==> src/rtl/pclk_div_pkg.sv <==
package pclk_div_pkg;

  // widest ratio: 64 * 31 = 1984 needs 11 bits
  localparam int RATIO_W = 11;

  localparam int ADDR_STAT = 0;
  localparam int ADDR_GATE = 1;
  localparam int ADDR_DIV  = 2;

  localparam int STAT_DIV_BIT  = 3;
  localparam int STAT_GATE_BIT = 4;

  localparam int PRESC_SHIFT = 6;

  typedef struct packed {
    logic               loadRatio;
    logic [RATIO_W-1:0] newRatio;
    logic               loadGate;
    logic               gateVal;
  } divStrobe_t;

endpackage

==> src/rtl/pclk_div_ctrl.sv <==
module pclk_div_ctrl
  import pclk_div_pkg::*;
#(
  parameter int CODE_W = 5,
  parameter int ADDR_W = 2,
  parameter int DATA_W = 8
) (
  input  logic              clk,
  input  logic              rstN,
  input  logic [ADDR_W-1:0] regAddr,
  input  logic              regWr,
  input  logic [DATA_W-1:0] regWdata,
  input  logic              atEnd,
  input  logic              runQ,
  output logic [DATA_W-1:0] regRdata,
  output divStrobe_t        strb,
  output logic              pendDiv,
  output logic [CODE_W-1:0] codeQ
);

  logic               enReqQ;
  logic               gateBusy;
  logic               wrDiv;
  logic               wrGate;
  logic [RATIO_W-1:0] ratioDec;
  logic               unusedWdata;

  assign unusedWdata = ^regWdata[DATA_W-1:CODE_W];

  assign wrDiv    = regWr && (regAddr == ADDR_W'(ADDR_DIV)) && !pendDiv;
  assign wrGate   = regWr && (regAddr == ADDR_W'(ADDR_GATE));
  assign gateBusy = (enReqQ != runQ);

  always_ff @(posedge clk or negedge rstN) begin
    if (!rstN) begin
      codeQ   <= '0;
      pendDiv <= 1'b0;
      enReqQ  <= 1'b0;
    end else begin
      if (wrDiv) begin
        codeQ   <= regWdata[CODE_W-1:0];
        pendDiv <= 1'b1;
      end else if (pendDiv && atEnd) begin
        pendDiv <= 1'b0;
      end
      if (wrGate) begin
        enReqQ <= regWdata[0];
      end
    end
  end

  generate
    if (CODE_W == 6) begin : g_presc
      logic [4:0] lowBits;
      assign lowBits = codeQ[4:0];
      always_comb begin
        if (lowBits == 5'd0) begin
          ratioDec = RATIO_W'(1 << PRESC_SHIFT);
        end else if (codeQ[5]) begin
          ratioDec = RATIO_W'({lowBits, 6'd0});
        end else begin
          ratioDec = RATIO_W'(lowBits);
        end
      end
    end else begin : g_plain
      always_comb begin
        if (codeQ == '0) begin
          ratioDec = RATIO_W'(1 << CODE_W);
        end else begin
          ratioDec = RATIO_W'(codeQ);
        end
      end
    end
  endgenerate

  always_comb begin
    strb.loadRatio = pendDiv && atEnd;
    strb.newRatio  = ratioDec;
    strb.loadGate  = atEnd;
    strb.gateVal   = enReqQ;
  end

  always_comb begin
    regRdata = '0;
    case (regAddr)
      ADDR_W'(ADDR_STAT): begin
        regRdata[STAT_DIV_BIT]  = pendDiv;
        regRdata[STAT_GATE_BIT] = gateBusy;
      end
      ADDR_W'(ADDR_GATE): regRdata[0] = enReqQ;
      ADDR_W'(ADDR_DIV):  regRdata[CODE_W-1:0] = codeQ;
      default: regRdata = '0;
    endcase
  end

endmodule

==> src/rtl/pclk_div_path.sv <==
module pclk_div_path
  import pclk_div_pkg::*;
#(
  parameter int RESET_RATIO = 32
) (
  input  logic               clk,
  input  logic               rstN,
  input  divStrobe_t         strb,
  output logic               clkOut,
  output logic               atEnd,
  output logic               runQ,
  output logic [RATIO_W-1:0] cntQ,
  output logic [RATIO_W-1:0] ratioQ
);

  logic [RATIO_W-1:0] cntNext;
  logic [RATIO_W-1:0] ratioNext;
  logic [RATIO_W-1:0] halfLen;
  logic               runNext;
  logic               hiNext;
  logic               loNext;
  logic               hiQ;
  logic               loQ;

  assign atEnd = (cntQ == ratioQ - RATIO_W'(1));

  // next-cycle state depends only on registered state, so the
  // falling-edge and rising-edge flops see the same value
  always_comb begin
    cntNext   = atEnd ? '0 : cntQ + RATIO_W'(1);
    ratioNext = strb.loadRatio ? strb.newRatio : ratioQ;
    runNext   = strb.loadGate ? strb.gateVal : runQ;
    halfLen   = ratioNext >> 1;
    if (ratioNext == RATIO_W'(1)) begin
      hiNext = runNext;
      loNext = 1'b0;
    end else begin
      hiNext = runNext && (cntNext < halfLen);
      loNext = hiNext;
    end
  end

  always_ff @(posedge clk or negedge rstN) begin
    if (!rstN) begin
      cntQ   <= '0;
      ratioQ <= RATIO_W'(RESET_RATIO);
      runQ   <= 1'b0;
      loQ    <= 1'b0;
    end else begin
      cntQ   <= cntNext;
      ratioQ <= ratioNext;
      runQ   <= runNext;
      loQ    <= loNext;
    end
  end

  // level for the coming high half of the input clock
  always_ff @(negedge clk or negedge rstN) begin
    if (!rstN) begin
      hiQ <= 1'b0;
    end else begin
      hiQ <= hiNext;
    end
  end

  assign clkOut = clk ? hiQ : loQ;

endmodule

==> src/rtl/pclk_divider.sv <==
module pclk_divider
  import pclk_div_pkg::*;
#(
  parameter int CODE_W = 5,
  parameter int ADDR_W = 2,
  parameter int DATA_W = 8
) (
  input  logic              clk,
  input  logic              rstN,
  input  logic [ADDR_W-1:0] regAddr,
  input  logic              regWr,
  input  logic [DATA_W-1:0] regWdata,
  output logic [DATA_W-1:0] regRdata,
  output logic              clkOut
);

  localparam int RESET_RATIO = 1 << CODE_W;

  divStrobe_t         strb;
  logic               atEnd;
  logic               runQ;
  logic               pendDiv;
  logic [CODE_W-1:0]  codeQ;
  logic [RATIO_W-1:0] cntQ;
  logic [RATIO_W-1:0] ratioQ;

  pclk_div_ctrl #(
    .CODE_W(CODE_W),
    .ADDR_W(ADDR_W),
    .DATA_W(DATA_W)
  ) u_ctrl (
    .clk     (clk),
    .rstN    (rstN),
    .regAddr (regAddr),
    .regWr   (regWr),
    .regWdata(regWdata),
    .atEnd   (atEnd),
    .runQ    (runQ),
    .regRdata(regRdata),
    .strb    (strb),
    .pendDiv (pendDiv),
    .codeQ   (codeQ)
  );

  pclk_div_path #(
    .RESET_RATIO(RESET_RATIO)
  ) u_path (
    .clk   (clk),
    .rstN  (rstN),
    .strb  (strb),
    .clkOut(clkOut),
    .atEnd (atEnd),
    .runQ  (runQ),
    .cntQ  (cntQ),
    .ratioQ(ratioQ)
  );

endmodule

==> config.mk <==
export PLATFORM = sky130hd
export DESIGN_NAME = pclk_divider
export DESIGN_NICKNAME = d
export VERILOG_FILES = /design/src/rtl/pclk_div_pkg.sv /design/src/rtl/pclk_div_ctrl.sv /design/src/rtl/pclk_div_path.sv /design/src/rtl/pclk_divider.sv
export SDC_FILE = /design/constraint.sdc
export NUM_CORES = 1
export LEC_CHECK = 0
export CORE_ASPECT_RATIO = 1.75
export CORE_MARGIN = 2
export CORE_UTILIZATION = 46
export DETAILED_ROUTE_END_ITERATION = 8
export HOLD_SLACK_MARGIN = 0.06
export PLACE_DENSITY = 0.67
export SKIP_LAST_GASP = 1
export SLEW_MARGIN = 25
export SYNTH_ARGS = -nofsm -noshare
export SYNTH_HDL_FRONTEND = slang
export SYNTH_SLANG_ARGS = --single-unit
==> constraint.sdc <==
create_clock -name clk -period 4.2 [get_ports clk]
set_clock_uncertainty 0.05 [all_clocks]
set_input_delay 1.05 -clock clk [delete_from_list [all_inputs] [get_ports clk]]
set_output_delay 1.05 -clock clk [all_outputs]
set_load 0.02 [all_outputs]
; Word-level counts from Yosys, hierarchy flattened
; Index checks and enable logic that the tools add are counted.
; W data, S select, Z words.
[word_totals]
regBits = 32
in_bits = 13
elab_cells = 37
[classes]
addsub = 2
magnitude_cmp = 1
eq_ne = 5
mux = 12
reduce_logical = 9
[ops]
columns = operator, n
row1 = $mux W11, 2
row2 = $add A11 B1 Y11 const B, 1
row3 = $eq A11 B1 Y1 const B, 1
row4 = $eq A11 B11 Y1, 1
row5 = $lt A11 B10 Y1, 1
row6 = $sub A11 B1 Y11 const B, 1
row7 = $mux W1, 6
row8 = $mux W6, 1
row9 = $logic_and A1 B1 Y1, 5
row10 = $logic_not A5 Y1, 1
row11 = $pmux W2 S2, 1
row12 = $eq A2 B1 Y1 const B, 1
row13 = $eq A2 B2 Y1 const B, 1
row14 = $logic_not A2 Y1, 1
row15 = $mux W2, 1
row16 = $pmux W1 S2, 1
row17 = $reduce_bool A2 Y1, 1
row18 = $logic_not A1 Y1, 1
row19 = $ne A1 B1 Y1, 1

; Depth between registers and ports, before layout
[depth]
depth_word = 7
mapped_depth = 18
ltp_nobuf = 15

; Cells and area by module
; A second synthesis with hierarchy kept.
[unflattened]
hier_cells = 228
area_unflattened_um2 = 2228.4
[by_module_without_submodules]
columns = mod, instances, cells_each, area_each_um2, seq_area_each_um2
row1 = pclk_div_path, 1, 180, 1725.4, 626.9
row2 = pclk_div_ctrl, 1, 48, 503.0, 175.2

==> flow_results.xml <==
<?xml version="1.0" encoding="UTF-8"?>
<metrics>
  <group name="detailed_routing">
    <metric name="vias" unit="">1989</metric>
    <metric name="drt_drc_violations_left" unit="">0</metric>
    <metric name="antenna_violating_nets_post_route" unit="">0</metric>
    <metric name="initialDrtViolationCount" unit="">47</metric>
    <metric name="wl_per_cell" unit="microns">16.74</metric>
    <metric name="drt_pass1_iterations" unit="">4</metric>
    <metric name="vias_per_cell" unit="">5.525</metric>
    <metric name="finalWirelength" unit="microns">6027</metric>
  </group>
  <group name="critical_path">
    <metric name="timing.critical_path.fanout_max" unit="">6</metric>
    <metric name="crit_path_end_kind" unit="">flip-flop</metric>
    <metric name="worst_ep_required" unit="ns">2.47</metric>
    <metric name="worstSetupPathType" unit="">flip-flop to flip-flop</metric>
    <metric name="critPathArrivalTime" unit="ns">3.61</metric>
    <metric name="startpoint_class_of_the_critical_path" unit="">flip-flop</metric>
  </group>
  <group name="floorplanning">
    <metric name="core_region_area" unit="sq um">4624</metric>
    <metric name="start_util" unit="">0.4729</metric>
    <metric name="die_y" unit="microns">95.22</metric>
    <metric name="die_w" unit="microns">56.13</metric>
    <metric name="boundaryPins" unit="">22</metric>
    <metric name="floorplan.die_area" unit="sq um">5344</metric>
    <metric name="rows" unit="">33</metric>
  </group>
  <group name="cells_and_area">
    <metric name="register_area" unit="sq um">805.8</metric>
    <metric name="syn2layout_area_growth" unit="%">43.71</metric>
    <metric name="antenna_cells_inserted" unit="">0</metric>
    <metric name="multi_input_area" unit="sq um">1396</metric>
    <metric name="fin_area" unit="sq um">3143</metric>
    <metric name="final_nets" unit="">334</metric>
    <metric name="fillCellCount" unit="">355</metric>
    <metric name="drive_above_1_share" unit="">0.4026</metric>
  </group>
  <group name="flow_run">
    <metric name="maxCapViolations" unit="">0</metric>
  </group>
  <group name="logic_synthesis">
    <metric name="synth_seq_area_share" unit="">0.3667</metric>
    <metric name="synth_enable_flop_cells" unit="">0</metric>
    <metric name="synth_area_leaders" unit="">sky130_fd_sc_hd__dfrtp_1 (34%), sky130_fd_sc_hd__ha_1 (8.0%), sky130_fd_sc_hd__xnor2_1 (6.4%)</metric>
    <metric name="post-synth-top-area-cell" unit="">sky130_fd_sc_hd__dfrtp_1</metric>
    <metric name="synth_seq_cells" unit="">32</metric>
    <metric name="synthMostInstantiatedCell" unit="">sky130_fd_sc_hd__dfrtp_1</metric>
    <metric name="post_synth_instance_area" unit="sq um">2187</metric>
    <metric name="synth_async_sr_flop_share" unit="">1.000</metric>
    <metric name="netlist_instances" unit="">222</metric>
    <metric name="synth.distinct_cells" unit="">51</metric>
    <metric name="synth_flop_type" unit="">sky130_fd_sc_hd__dfrtp_1</metric>
    <metric name="share_of_the_synthesized_area_in_the_top_cell_type" unit="">0.3432</metric>
    <metric name="avgSynthCellArea" unit="sq um">9.852</metric>
    <metric name="synth-warning-count" unit="">0</metric>
    <metric name="synthTopCellsByCount" unit="">sky130_fd_sc_hd__dfrtp_1 (30), sky130_fd_sc_hd__inv_1 (17), sky130_fd_sc_hd__xnor2_1 (16)</metric>
  </group>
  <group name="sta">
    <metric name="setup_viol" unit="">2</metric>
    <metric name="max_slew_violation_total_from_the_final_report" unit="">0</metric>
    <metric name="grt_setup_unrepaired" unit="">true</metric>
    <metric name="totalNegativeSetupSlack" unit="ns">-1.310</metric>
    <metric name="final_hold_vios" unit="">0</metric>
    <metric name="final.setup.worst_slack" unit="ns">-1.146</metric>
  </group>
  <group name="global_route">
    <metric name="grt_max_degree" unit="">32</metric>
    <metric name="grtUsageTotal" unit="">0.2370</metric>
    <metric name="wire_length_of_the_first_global_routing_pass" unit="microns">9439</metric>
    <metric name="globalRouteMet3Util" unit="">0.05427</metric>
    <metric name="via_count_of_the_first_global_routing_pass" unit="">2109</metric>
    <metric name="globalRouteMet2Util" unit="">0.4725</metric>
    <metric name="antenna_found_initial" unit="">0</metric>
    <metric name="grt_most_used_layer" unit="">met2</metric>
    <metric name="globalRoute.totalOverflow" unit="">0</metric>
    <metric name="groute.layer.met1.usage" unit="">0.2063</metric>
  </group>
  <group name="power_and_ir_drop">
    <metric name="power_leakage" unit="uW">0.001523</metric>
    <metric name="power" unit="uW">668.5</metric>
    <metric name="power_per_standard_cell_area" unit="nW/um^2">212.7</metric>
    <metric name="irDropWorstVdd" unit="V">0.0003493</metric>
  </group>
  <group name="place">
    <metric name="dpl-instance-area" unit="sq um">2803</metric>
    <metric name="place.port_buffers" unit="">15</metric>
    <metric name="globalplace.congestion" unit="">0.8573</metric>
    <metric name="hpwlAfterDp" unit="microns">4498</metric>
  </group>
  <group name="clock_tree">
    <metric name="clock_tree_from_tritoncts" unit="">built</metric>
    <metric name="postCtsHoldBufs" unit="">0</metric>
    <metric name="worst_setup_hold_path_clk_slew" unit="ns">0.06</metric>
    <metric name="later_pin_clock_latency_in_the_skew_report" unit="ns">0.39</metric>
  </group>
  <group name="worst_hold_path">
    <metric name="holdCritPathClass" unit="">flip-flop to flip-flop</metric>
  </group>
  <group name="status">
    <metric name="violated_checks" unit="">setup timing</metric>
    <metric name="outcome" unit="">finished, violations left</metric>
  </group>
</metrics>
critical path: stages, from the launching register on:
cell and delay, ns:
sky130_fd_sc_hd__dfrtp_2 0.44, sky130_fd_sc_hd__inv_2 0.09, sky130_fd_sc_hd__ha_4 0.18, sky130_fd_sc_hd__nor3b_2 0.05
sky130_fd_sc_hd__o2111ai_1 0.18, sky130_fd_sc_hd__a31oi_1 0.13, sky130_fd_sc_hd__or3_4 0.39, sky130_fd_sc_hd__nand4_1 0.18
sky130_fd_sc_hd__mux2i_2 0.27, sky130_fd_sc_hd__ha_1 0.28, sky130_fd_sc_hd__a21o_1 0.18, sky130_fd_sc_hd__a21o_1 0.16
sky130_fd_sc_hd__a21oi_2 0.11, sky130_fd_sc_hd__o21ai_1 0.08, sky130_fd_sc_hd__a221o_1 0.30, sky130_fd_sc_hd__o31ai_2 0.19
registers in the layout, summed over array words and instances, names as in the netlist:
name / count
u_ctrl.pendDiv: 1
u_path.runQ: 1
u_ctrl.enReqQ: 1
u_path.loQ: 1
u_path.hiQ: 1
u_ctrl.codeQ: 5
u_path.ratioQ: 11
u_path.cntQ: 11
routing by layer:
| metal | share of wire | routed length, microns |
|---|---|---|
| met5 | 0 | 0 |
| met4 | 0.044 | 268 |
| met3 | 0.028 | 166 |
| met2 | 0.57 | 3436 |
| met1 | 0.36 | 2155 |
power by group:
group	internal [uW]	switching [uW]
Combinational	15.5	17.4
Clock	198	125
Sequential	310	3.02
Total	523	145
cell usage in the layout, fill, tap and decap left out, drive strengths merged, types with 2 or more instances in the layout:
master / n
and2: 4
a31oi: 5
a211oi: 3
nor4: 3
nand2: 15
dfrtp: 30
buf: 70
a21oi: 2
o21ai: 5
nor2b: 5
xor2: 8
and3: 3
nor2: 16
mux2: 11
inv: 17
nand3: 10
nand4: 4
nor3: 5
or3: 2
clkbuf: 11
o31ai: 3
xnor2: 16
a22o: 2
ha: 14
conb: 3
clkdlybuf4s50: 14
mux2i: 5
a21o: 6
stage by stage:
step | setup WS, ns | hold WS (ns) | util | instances
finish | -1.146 | 0.5338 | 0.6797 | 360
global route | -1.311 | 0.5557 | 0.6797 | 360
CTS | -1.111 | 0.5394 | 0.6564 | 356
detailed placement | -1.248 | 0.5244 | 0.6061 | 340
global placement | -1.162 | 0.5031 | 0.6061 | 340
floorplan | -1.206 | 0.4309 | - | 224
final cells by class:
class                      count  share of cell area
multi-input combinational    164              0.4443
tap                           52             0.02070
timing repair buffer          83              0.2130
sequential                    32              0.2564
inverter                      17             0.02030
clock buffer                  12             0.04538
what timing repair did:
action	4_1_cts	5_1_grt
endpoints found under the hold margin	0	0
setup buffers	5	4
gates resized for setup	23	13
pin swaps	9	9
setup endpoints to repair	2	2
cells by family (layout without fill, tap and decap cells):
group / count (synthesis) / in the layout / synth area share
AOI/OAI and AO/OA: 34 / 34 / 0.1167
and+or+nand+nor: 73 / 73 / 0.1956
adders and majority gates: 14 / 14 / 0.08009
muxes: 16 / 16 / 0.07952
DFF: 32 / 32 / 0.3667
xor gates and xnor gates: 24 / 24 / 0.09611
other: 1 / 3 / 0.001715
buffers and inverters: 28 / 112 / 0.06350
path summary, 6_finish.rpt:
path                       depth (start not counted)                          end                  startpoint  slack [ns]
max                                               15         u_path.hiQ$_DFF_NN0_  u_path.ratioQ[1]$_DFF_PN0_       -1.15
min                                                1        u_path.runQ$_DFF_PN0_       u_path.runQ$_DFF_PN0_        0.53
max reg2reg                                       15         u_path.hiQ$_DFF_NN0_  u_path.ratioQ[1]$_DFF_PN0_       -1.15
min reg2reg                                        1        u_path.runQ$_DFF_PN0_       u_path.runQ$_DFF_PN0_        0.53
max in group asynchronous                          1         u_path.hiQ$_DFF_NN0_                        rstN        1.14
min in group asynchronous                          2  u_ctrl.codeQ[4]$_DFFE_PN0P_                        rstN        1.15
(Power assumes the default switching activity.)
